### src/rtl/pa_router_pkg.sv
// Shared types for the physical address router.
// Assumes: one region code per accepted access, held for the whole bus cycle.
package pa_router_pkg;
    typedef enum logic [1:0] {
        RG_NXM   = 2'd0,   // no responder may exist
        RG_MEM   = 2'd1,   // main memory
        RG_PBMEM = 2'd2,   // peripheral-bus memory window (split mode)
        RG_IOPG  = 2'd3    // top 8KB I/O page
    } region_e;
endpackage

### src/rtl/pa_decode.sv
// Region decoder: classifies an address block number against the bus mode
// and the configured memory size.
// Assumes: block = address divided by the I/O page size; the I/O page is
// the last block; the configured size is clamped to the mode's maximum.
module pa_decode
    import pa_router_pkg::*;
#(
    parameter int BLK_W      = 9,
    parameter int SPLIT_BLKS = 480
) (
    input  logic [BLK_W-1:0] blk,
    input  logic             split,
    input  logic [BLK_W:0]   cfg_blk,
    output region_e          region
);
    localparam logic [BLK_W:0] LAST_BLK  = (BLK_W+1)'((1 << BLK_W) - 1);
    localparam logic [BLK_W:0] SPLIT_TOP = (BLK_W+1)'(SPLIT_BLKS);

    logic [BLK_W:0] mode_top;
    logic [BLK_W:0] limit;
    logic [BLK_W:0] blk_x;

    // Pick the memory ceiling for the mode and classify the block.
    always_comb begin
        mode_top = split ? SPLIT_TOP : LAST_BLK;
        limit    = (cfg_blk < mode_top) ? cfg_blk : mode_top;
        blk_x    = {1'b0, blk};
        if (blk_x == LAST_BLK)
            region = RG_IOPG;
        else if (blk_x < limit)
            region = RG_MEM;
        else if (split && blk_x >= SPLIT_TOP)
            region = RG_PBMEM;
        else
            region = RG_NXM;
    end
endmodule

### src/rtl/pa_claim_timer.sv
// Claim timeout counter: counts cycles of a pending bus access and flags
// the last permitted cycle.
// Assumes: clear pulses when an access is accepted; run is high while it
// is pending; the owner ends the access when expired is seen.
module pa_claim_timer #(
    parameter int TIMEOUT = 16
) (
    input  logic clk,
    input  logic rst_n,
    input  logic clear,
    input  logic run,
    output logic expired
);
    localparam int            CNT_W = (TIMEOUT > 1) ? $clog2(TIMEOUT) : 1;
    localparam logic [CNT_W-1:0] LIMIT = CNT_W'(TIMEOUT - 1);

    logic [CNT_W-1:0] cnt_q;

    // Count pending cycles, restarting on each new access.
    always_ff @(posedge clk) begin
        if (!rst_n || clear)
            cnt_q <= '0;
        else if (run && cnt_q != LIMIT)
            cnt_q <= cnt_q + 1'b1;
    end

    assign expired = run && (cnt_q == LIMIT);

    AST_TIMER_FRESH: assert property (@(posedge clk) disable iff (!rst_n)
        clear |=> !expired) else $error("timer expired right after clear");
endmodule

### src/rtl/pa_lane.sv
// Byte-lane steering for a two-lane data path: builds lane enables and
// write data, and extracts the read result.
// Assumes: DATA_W is two bytes wide; lsb is address bit 0 of the access.
module pa_lane #(
    parameter int DATA_W = 16
) (
    input  logic              active,
    input  logic              byte_acc,
    input  logic              lsb,
    input  logic              write,
    input  logic [DATA_W-1:0] wdata_in,
    input  logic [DATA_W-1:0] rdata_in,
    output logic [1:0]        be,
    output logic [DATA_W-1:0] wdata_out,
    output logic [DATA_W-1:0] rdata_out
);
    localparam int HALF = DATA_W / 2;

    // Lane enables and write data for the pending access only.
    always_comb begin
        if (!active)
            be = 2'b00;
        else if (!byte_acc)
            be = 2'b11;
        else
            be = lsb ? 2'b10 : 2'b01;
        if (!active)
            wdata_out = '0;
        else if (byte_acc)
            wdata_out = {wdata_in[HALF-1:0], wdata_in[HALF-1:0]};
        else
            wdata_out = wdata_in;
    end

    // Read result: chosen byte right-aligned, zero for writes.
    always_comb begin
        if (write)
            rdata_out = '0;
        else if (byte_acc)
            rdata_out = {{HALF{1'b0}}, lsb ? rdata_in[DATA_W-1:HALF] : rdata_in[HALF-1:0]};
        else
            rdata_out = rdata_in;
    end
endmodule

### src/rtl/pa_router.sv
// Physical address router (top): accepts one access at a time, decodes its
// region, drives the bus selects, and finishes on a claim, a timeout,
// or at once on an alignment or out-of-range error.
// Assumes: requests arrive only as req_valid pulses; acks are sampled
// only while the matching select is high.
module pa_router
    import pa_router_pkg::*;
#(
    parameter int ADDR_W     = 22,
    parameter int PAGE_W     = 13,
    parameter int DATA_W     = 16,
    parameter int SPLIT_BLKS = 480,
    parameter int TIMEOUT    = 16
) (
    input  logic              clk,
    input  logic              rst_n,
    input  logic              split_mode,
    input  logic [ADDR_W-PAGE_W:0] cfg_mem_blk,
    input  logic              req_valid,
    input  logic [ADDR_W-1:0] req_addr,
    input  logic              req_byte,
    input  logic              req_write,
    input  logic [DATA_W-1:0] req_wdata,
    input  logic              mem_ack,
    input  logic [DATA_W-1:0] mem_rdata,
    input  logic              periph_ack,
    input  logic [DATA_W-1:0] periph_rdata,
    output logic              mem_sel,
    output logic              periph_sel,
    output logic              io_page,
    output logic              tgt_we,
    output logic [1:0]        tgt_be,
    output logic [DATA_W-1:0] tgt_wdata,
    output logic              done,
    output logic [DATA_W-1:0] rd_data,
    output logic              nxm,
    output logic              align_err,
    output logic              periph_abort
);
    localparam int BLK_W = ADDR_W - PAGE_W;

    region_e           dec_region;
    region_e           region_q;
    logic              busy_q, split_q, byte_q, lsb_q, write_q;
    logic [DATA_W-1:0] wdata_q;
    logic              done_q, nxm_q, align_q, abort_q;
    logic [DATA_W-1:0] rd_q;
    logic              accept, odd_word, claim_mem, claim_per, expired;
    logic [DATA_W-1:0] src_rdata, lane_rdata;

    pa_decode #(.BLK_W(BLK_W), .SPLIT_BLKS(SPLIT_BLKS)) u_decode (
        .blk     (req_addr[ADDR_W-1:PAGE_W]),
        .split   (split_mode),
        .cfg_blk (cfg_mem_blk),
        .region  (dec_region)
    );

    pa_claim_timer #(.TIMEOUT(TIMEOUT)) u_timer (
        .clk     (clk),
        .rst_n   (rst_n),
        .clear   (accept),
        .run     (busy_q),
        .expired (expired)
    );

    // Request acceptance and which responder's claim counts for the region.
    always_comb begin
        accept    = req_valid && !busy_q;
        odd_word  = !req_byte && req_addr[0];
        claim_mem = busy_q && mem_ack &&
                    (region_q == RG_MEM || (region_q == RG_IOPG && split_q));
        claim_per = busy_q && periph_ack &&
                    (region_q == RG_PBMEM || region_q == RG_IOPG);
        src_rdata = claim_mem ? mem_rdata : periph_rdata;
    end

    pa_lane #(.DATA_W(DATA_W)) u_lane (
        .active    (busy_q),
        .byte_acc  (byte_q),
        .lsb       (lsb_q),
        .write     (write_q),
        .wdata_in  (wdata_q),
        .rdata_in  (src_rdata),
        .be        (tgt_be),
        .wdata_out (tgt_wdata),
        .rdata_out (lane_rdata)
    );

    // Access sequencing: accept, wait for a claim or timeout, report once.
    always_ff @(posedge clk) begin
        if (!rst_n) begin
            busy_q   <= 1'b0;
            region_q <= RG_NXM;
            split_q  <= 1'b0;
            byte_q   <= 1'b0;
            lsb_q    <= 1'b0;
            write_q  <= 1'b0;
            wdata_q  <= '0;
            done_q   <= 1'b0;
            nxm_q    <= 1'b0;
            align_q  <= 1'b0;
            abort_q  <= 1'b0;
            rd_q     <= '0;
        end else begin
            done_q  <= 1'b0;
            nxm_q   <= 1'b0;
            align_q <= 1'b0;
            abort_q <= 1'b0;
            rd_q    <= '0;
            if (accept) begin
                if (odd_word) begin
                    done_q  <= 1'b1;
                    align_q <= 1'b1;
                end else if (dec_region == RG_NXM) begin
                    done_q <= 1'b1;
                    nxm_q  <= 1'b1;
                end else begin
                    busy_q   <= 1'b1;
                    region_q <= dec_region;
                    split_q  <= split_mode;
                    byte_q   <= req_byte;
                    lsb_q    <= req_addr[0];
                    write_q  <= req_write;
                    wdata_q  <= req_wdata;
                end
            end else if (claim_mem || claim_per) begin
                busy_q  <= 1'b0;
                done_q  <= 1'b1;
                rd_q    <= lane_rdata;
                abort_q <= claim_mem && (region_q == RG_IOPG);
            end else if (expired) begin
                busy_q <= 1'b0;
                done_q <= 1'b1;
                nxm_q  <= 1'b1;
            end
        end
    end

    // Bus-facing strobes derived from the pending access.
    always_comb begin
        mem_sel    = busy_q && (region_q == RG_MEM || (region_q == RG_IOPG && split_q));
        periph_sel = busy_q && (region_q == RG_PBMEM || region_q == RG_IOPG);
        io_page    = busy_q && (region_q == RG_IOPG);
        tgt_we     = busy_q && write_q;
    end

    assign done         = done_q;
    assign nxm          = nxm_q;
    assign align_err    = align_q;
    assign periph_abort = abort_q;
    assign rd_data      = rd_q;

    AST_IO_ON_PERIPH: assert property (@(posedge clk) disable iff (!rst_n)
        io_page |-> periph_sel) else $error("io page without peripheral select");
    AST_SPLIT_IO_BOTH: assert property (@(posedge clk) disable iff (!rst_n)
        (io_page && split_q) |-> mem_sel) else $error("split io page missing memory select");
    AST_ABORT_NO_NXM: assert property (@(posedge clk) disable iff (!rst_n)
        periph_abort |-> (done && !nxm)) else $error("abort with nxm");
    AST_NXM_ZERO_DATA: assert property (@(posedge clk) disable iff (!rst_n)
        (done && nxm) |-> (rd_data == '0)) else $error("nxm with data");
    AST_WE_NEEDS_SEL: assert property (@(posedge clk) disable iff (!rst_n)
        tgt_we |-> (mem_sel || periph_sel)) else $error("write strobe without select");
    AST_ODD_WORD_ALIGN: assert property (@(posedge clk) disable iff (!rst_n)
        (req_valid && !busy_q && !req_byte && req_addr[0])
        |=> (done && align_err && !nxm && !mem_sel && !periph_sel))
        else $error("odd word not flagged");
    AST_SEL_DROP_ON_DONE: assert property (@(posedge clk) disable iff (!rst_n)
        (busy_q && (mem_ack || periph_ack) && (mem_sel || periph_sel) &&
         ((mem_ack && mem_sel) || (periph_ack && periph_sel)))
        |=> (done && !mem_sel && !periph_sel)) else $error("claim did not complete");
endmodule

### config.mk
export PLATFORM = sky130hd
export DESIGN_NAME = pa_router
export DESIGN_NICKNAME = d
export VERILOG_FILES = /design/src/rtl/pa_router_pkg.sv /design/src/rtl/pa_decode.sv /design/src/rtl/pa_claim_timer.sv /design/src/rtl/pa_lane.sv /design/src/rtl/pa_router.sv
export SDC_FILE = /design/constraint.sdc
export NUM_CORES = 1
export LEC_CHECK = 0
export CAP_MARGIN = 20
export CORE_MARGIN = 2
export CORE_UTILIZATION = 56
export DETAILED_ROUTE_END_ITERATION = 16
export DONT_BUFFER_PORTS = 1
export PLACE_DENSITY = 0.7
export SLEW_MARGIN = 40
export SYNTH_ARGS = -nofsm -noshare
export SYNTH_HDL_FRONTEND = slang
export SYNTH_SLANG_ARGS = --single-unit
### constraint.sdc
create_clock -name clk -period 2.6 [get_ports clk]
set_input_delay 0 -clock clk [delete_from_list [all_inputs] [get_ports clk]]
set_output_delay 0 -clock clk [all_outputs]
set_load 0.01 [all_outputs]
==> Word level (Yosys, flattened, before mapping) <==
Index checks and enable logic that the tools add are counted.
Widths: inputs -> output; s select.
{ "op_classes": {"add_sub_neg": 1, "order_cmp": 3, "n_eq_ne": 8, "mux": 27, "bitwise_logic": 4, "reduce_logical": 30} }
{ "op_table": {"columns": ["op", "n"], "rows": [
  ["$mux 16", 3],
  ["$mux 8", 2],
  ["$logic_and 1x1->1", 15],
  ["$mux 1", 14],
  ["$mux 2", 6],
  ["$lt 10x10->1", 1],
  ["$lt 9x10->1", 1],
  ["$mux 10", 1],
  ["$eq 9x9->1 const B", 1],
  ["$ge 9x9->1 const B", 1],
  ["$reduce_and 3->1", 2],
  ["$mux 5", 1],
  ["$reduce_or 5->1", 1],
  ["$add 4x1->4 const B", 1],
  ["$eq 2x2->1 const B", 2],
  ["$eq 4x4->1 const B", 1],
  ["$logic_or 1x1->1", 4],
  ["$ne 2x2->1 const B", 2],
  ["$ne 4x4->1 const B", 1],
  ["$not 1->1", 4],
  ["$reduce_or 4->1", 1],
  ["$logic_not 1->1", 3],
  ["$reduce_bool 3->1", 1],
  ["$reduce_or 3->1", 1],
  ["other kinds (3)", 3]
]} }
{ "totals": {"regBits": 47, "inputBits": 88, "out_inout_bits": 42, "elab_cells": 87} }

==> Longest topological paths before layout <==
{ "logic_depth": {"depth_word": 10, "ltp_mapped": 13, "depth_no_buf": 12} }

==> Cells and area by module <==
From an unflattened synthesis, not the netlist that was laid out.
{ "hier_totals": {"hier_cells": 323, "hier_area_um2": 2986.6} }
{ "by_module_without_submodules": {"columns": ["mod", "n_inst", "cells_each", "area_each_um2", "seq_area_each_um2"], "rows": [
  ["pa_router", 1, 182, 1835.5, 860.8],
  ["pa_lane", 1, 67, 565.5, 0.0],
  ["pa_decode", 1, 51, 392.9, 0.0],
  ["pa_claim_timer", 1, 23, 192.7, 80.1]
]} }

==> Worst setup path after synthesis <==
Ideal clock, no wire load.
{ "synth_path": {"path_kind": "input-to-reg", "from": "in split_mode", "to": "reg busy_q", "setup_time_ns": 0.115, "t_arrival_ns": 2.466, "t_required_ns": 2.485, "setup_slack_ns": 0.019, "stages": 13, "path_buffers": 1, "path_cell_list": "ha_1 > nand3_1 > a211o_1 > a31oi_1 > a31oi_1 > ha_1 > a21oi_1 > o211ai_1 > a211oi_1 > o21a_1 > o31a_4 > buf_6 > o21a_1"} }
{ "synth_via": {"elab_chain_cells": 9, "word_cells_on_any_way": 11, "classes_between": "order compare: 2; eq/ne: 1; mux: 5; reduce/logical: 3"} }
{ "synth_lines": {"columns": ["item", "line_no", "text"], "rows": [
  ["from (decl)", "pa_router.sv:17", "input logic split_mode,"],
  ["$mux 5", "pa_decode.sv:25", "mode_top = split ? SPLIT_TOP : LAST_BLK;"],
  ["$lt 10x10->1", "pa_decode.sv:26", "limit = (cfg_blk < mode_top) ? cfg_blk : mode_top;"],
  ["$mux 10", "pa_decode.sv:26", null],
  ["$lt 9x10->1", "pa_decode.sv:30", "else if (blk_x < limit)"],
  ["$mux 2 *", "pa_decode.sv:30", null],
  ["$mux 2 *", "pa_decode.sv:28", "if (blk_x == LAST_BLK)"],
  ["$logic_not 2->1 *", "pa_router.sv:114", "end else if (dec_region == RG_NXM) begin"],
  ["$ne 2x2->1 (no line) *", null, null],
  ["$reduce_and 3->1 (no line) *", null, null],
  ["to (signal assigned)", "pa_router.sv:118", "busy_q <= 1'b1;"],
  ["to (signal assigned)", "pa_router.sv:127", "busy_q <= 1'b0;"],
  ["to (signal assigned)", "pa_router.sv:132", "busy_q <= 1'b0;"],
  ["to (decl)", "pa_router.sv:44", "logic busy_q, split_q, byte_q, lsb_q, write_q;"]
]} }
Every way passes the cells marked *; elsewhere a longest branch is shown, timed or not.
A chain may end at the register's enable or synchronous reset.

==> Worst setup path in the final report <==
{ "layout_path": {"from": "in split_mode", "to": "reg wdata_q[1]"} }
{ "layout_via": {"elab_chain_cells": 9, "word_cells_on_any_way": 11, "classes_between": "order compare: 2; mux: 5; bitwise: 1; reduce/logical: 3"} }
{ "layout_lines": {"columns": ["item", "line_no", "text"], "rows": [
  ["$mux 5", "pa_decode.sv:25", null],
  ["$lt 10x10->1", "pa_decode.sv:26", null],
  ["$mux 10", "pa_decode.sv:26", null],
  ["$lt 9x10->1", "pa_decode.sv:30", null],
  ["$mux 2 *", "pa_decode.sv:30", null],
  ["$mux 2 *", "pa_decode.sv:28", null],
  ["$logic_not 2->1 *", "pa_router.sv:114", null],
  ["$not 1->1 (no line) *", null, null],
  ["$reduce_and 3->1 (no line) *", null, null],
  ["to (signal assigned)", "pa_router.sv:124", "wdata_q <= req_wdata;"],
  ["to (decl)", "pa_router.sv:45", "logic [DATA_W-1:0] wdata_q;"]
]} }
Marks and branches as above.

==> reports/qor.txt <==
Hold Fails Final Rpt - 0
vias - 2,293
CTS root buf - clkbuf_8
Placer Congestion - 0.798
Switching Share - 27.7%
share of cells above drive strength 1 - 9.06%
commonest register cell after synthesis - dfxtp_1
Port Buffers - 0
initial cell density of the core - 58.5%
post-synthesis instance area - 2550 µm²
flop2flop setup slack - 0.43 ns
CP Launch Type - primary input
Inserted Diodes - 0
CP endpoint kind - flip-flop
final net count - 442
vias per cell - 5.82
minimum clock period - 2.38 ns
Crit Path Category - primary input to flip-flop
Leak - 0.00128 µW
total track usage - 25.0%
die area - 5100 µm²
post-DP HPWL - 4110 µm
Die H - 71.4 µm
clock network fraction of total power - 28.3%
CTS tree - done
Comb power frac - 20.4%
commonest non-fill, non-tap cell in the layout - nand2_1
Die X - 71.4 µm
register bit total from synthesis - 47
worst clock skew - 0.00595 ns
arrival time at the worst endpoint - 2.60 ns
detailed-route wire length - 6590 µm
VDD IR max - 0.317 mV
Synth Area in XOR/XNOR - 0.344%
cells on worst reg2reg path - 6
post-route setup slack - 0.218 ns
Congestion Overflow GR - 0
slowest stage delay, CP - 0.40 ns
outcome - complete, no violations
Num CTS Buffers - 5
Setup Viol. Count Final - 0
RSZ-0062 raised after global routing - no
CP max-delay cell - a21oi_1
PwrDens - 483 nW/µm²
htree depth - 2
net switching power - 418 µW
core footprint - 4350 µm²
Post-Synth Adder-Cell Area - 6.39%
first-pass GRT wire length - 10,300 µm
Antenna Nets Post-Route - 0
DRT iter0 DRCs - 105
worst hold endpoint - region_q[1]$_SDFFE_PN0P_
Max FO, Critical Path - 11
Synth cell types - 37
CTS sink cnt - 47
yosys warns - 0
simple-gate portion of the synthesized area - 23.4%
largest net degree at the start of global routing - 50
cell-internal power - 1090 µW
fraction of synthesized area in multiplexers - 17.7%
post-synthesis compound-gate area fraction - 11.2%
Place WS - -0.141 ns
Reg power frac - 51.3%
Final Util - 71.8%
hold path cells - 3
Synth Net Count - 401
syn_area_per_cell - 8.49 µm²
Cell Chain, Critical Path - ha_1 -> nand3_1 -> a211o_1 -> a31oi_1 -> buf_4 -> a31oi_1 -> ha_1 -> o211ai_1 -> nor3_1 -> a21oi_1 -> o31a_4 -> mux2i_1
CP required - 2.82 ns
reg2reg start - split_q$_SDFFE_PN0P_
Max Root-Sink Buffers - 2
HP Class - primary input to flip-flop
Worst-Skew Late Latency - 0.29 ns
Post-synth EDFFs - 0
Pre-antenna DRT Iters - 5
Synth Instances - 300
R2R Path End - rd_data[11]$_SDFF_PP0_
Final Cycle Share - 91.6%
combinational family with the most area after synthesis - simple AND/OR/NAND/NOR gates
Least-Margin Pin Slew - 0.624 ns
Fmax achieved - 0.420 GHz
asr flop ratio synth - 0%
clock transition at the registers of the reported paths - 0.09 ns
Critical path origin - split_mode
Hold Path Origin - rst_n
drt drc - 0
max_cap viols - 0
final hold slack - 0.00885 ns
Seq/Total Area, Yosys - 36.9%
max-slew violation count - 0
Rows - 24
top-level I/O count - 130
most frequent cells in the layout - nand2_1 (51), dfxtp_1 (47), dlygate4sd3_1 (40)
vias in the first global route - 2,244
Avg WL per Cell - 16.7 µm
antenna violations before repair - 0
Layout area overhead - 22.7%
Max transition margin - 58.4%
==> critical path: cells and delay by family <==
family	cells	cell delay, ns
buffers and inverters	1	0.17
adder cells (fa/ha/maj)	2	0.57
multiplexers	1	0.22
AND/OR/NAND/NOR	2	0.14
AO/OA/AOI/OAI	6	1.50
==> final cells by class <==
type                            instances  area, µm²
Fill cell                             338       1230
Sequential cell                        47        941
Clock inverter                          3       18.8
Tap cell                               52       65.1
Clock buffer                            5       68.8
Multi-Input combinational cell        232       1530
Timing Repair Buffer                   50        488
Inverter                                5       18.8
==> metal layers <==
layer	track usage [%]	share of wire [%]	wire [µm]	vias up
met1	30.4	40	2630	1048
met5	0	0	0	-
met3	5.63	6.7	440	10
met2	44.2	52	3430	100
li1	-	-	-	1135
met4	7.34	1.4	90	0
==> worst max-delay path by stage <==
stage	depth (start not counted)	slack [ns]	to
4_1_cts	5	0.11	rd_data[8]$_SDFF_PP0_
3_5_place_dp	13	-0.14	wdata_q[1]$_SDFFE_PN0P_
2_1_floorplan	13	0.02	busy_q$_SDFFE_PN0P_
3_3_place_gp	13	-0.06	byte_q$_SDFFE_PN0P_
6_report	12	0.22	wdata_q[1]$_SDFFE_PN0P_
5_1_grt	12	0.02	wdata_q[1]$_SDFFE_PN0P_
==> registers in the layout (all words and copies together), names as in the netlist <==
name and cells:
busy_q 1, rd_data 16, split_q 1, u_timer.cnt_q 4, region_q 2, byte_q 1, lsb_q 1, align_err 1
periph_abort 1, nxm 1, wdata_q 16, done 1, write_q 1
==> power groups by stage <==
stage               sequential, µW  combinational (µW)  clock (µW)
floorplan                      784                 201           0
global placement               790                 229           0
detailed placement             791                 234           0
CTS                            774                 297         443
global route                   779                 341         461
finish                         775                 308         427
==> Yosys cell counts, drive strengths merged, types with 2 or more instances <==
library cell  instances  area [µm²]
a211oi                9        67.6
a21oi                 9        45.0
a31oi                 6        37.5
and2                 12        75.1
and3                  3        18.8
and4                  2        17.5
buf                   4        32.5
clkbuf               13        48.8
dfxtp                47         941
ha                   13         163
inv                   5        18.8
mux2                  9         101
mux2i                35         350
nand2                51         191
nand3                12        60.1
nand4                 2        12.5
nor2                 29         109
nor2b                 2        12.5
nor3                 13        65.1
o211ai                2        15.0
o21a                  3        22.5
o21ai                 4        20.0
o31ai                 2        15.0
or3                   2        12.5
==> cell families (layout without fill, tap and decap cells) <==
| group | count (synthesis) | in the layout |
|---|---|---|
| and+or+nand+nor | 131 | 131 |
| adders and majority gates | 13 | 13 |
| AOI/OAI and AO/OA | 42 | 43 |
| buffers and inverters | 22 | 63 |
| muxes | 44 | 44 |
| DFF | 47 | 47 |
| xor gates and xnor gates | 1 | 1 |
==> per-stage QoR <==
step / cell area [µm²] / setup TNS [ns] / cells / power [µW]
2_1_floorplan: 2550 / 0 / 300 / 985
3_3_place_gp: 2590 / -1.12 / 343 / 1020
3_5_place_dp: 2590 / -2.32 / 343 / 1020
4_1_cts: 3100 / 0 / 392 / 1510
5_1_grt: 3130 / 0 / 394 / 1580
6_report: 3130 / 0 / 394 / 1510
==> repair_timing <==
item | in CTS | in global routing
hold buffers | 41 | 0
gates resized for setup | 0 | 2
setup endpoints to repair | 0 | 19
buffers inserted | 0 | 0
endpoints found under the hold margin | 41 | 0
(Power assumes the default switching activity.)
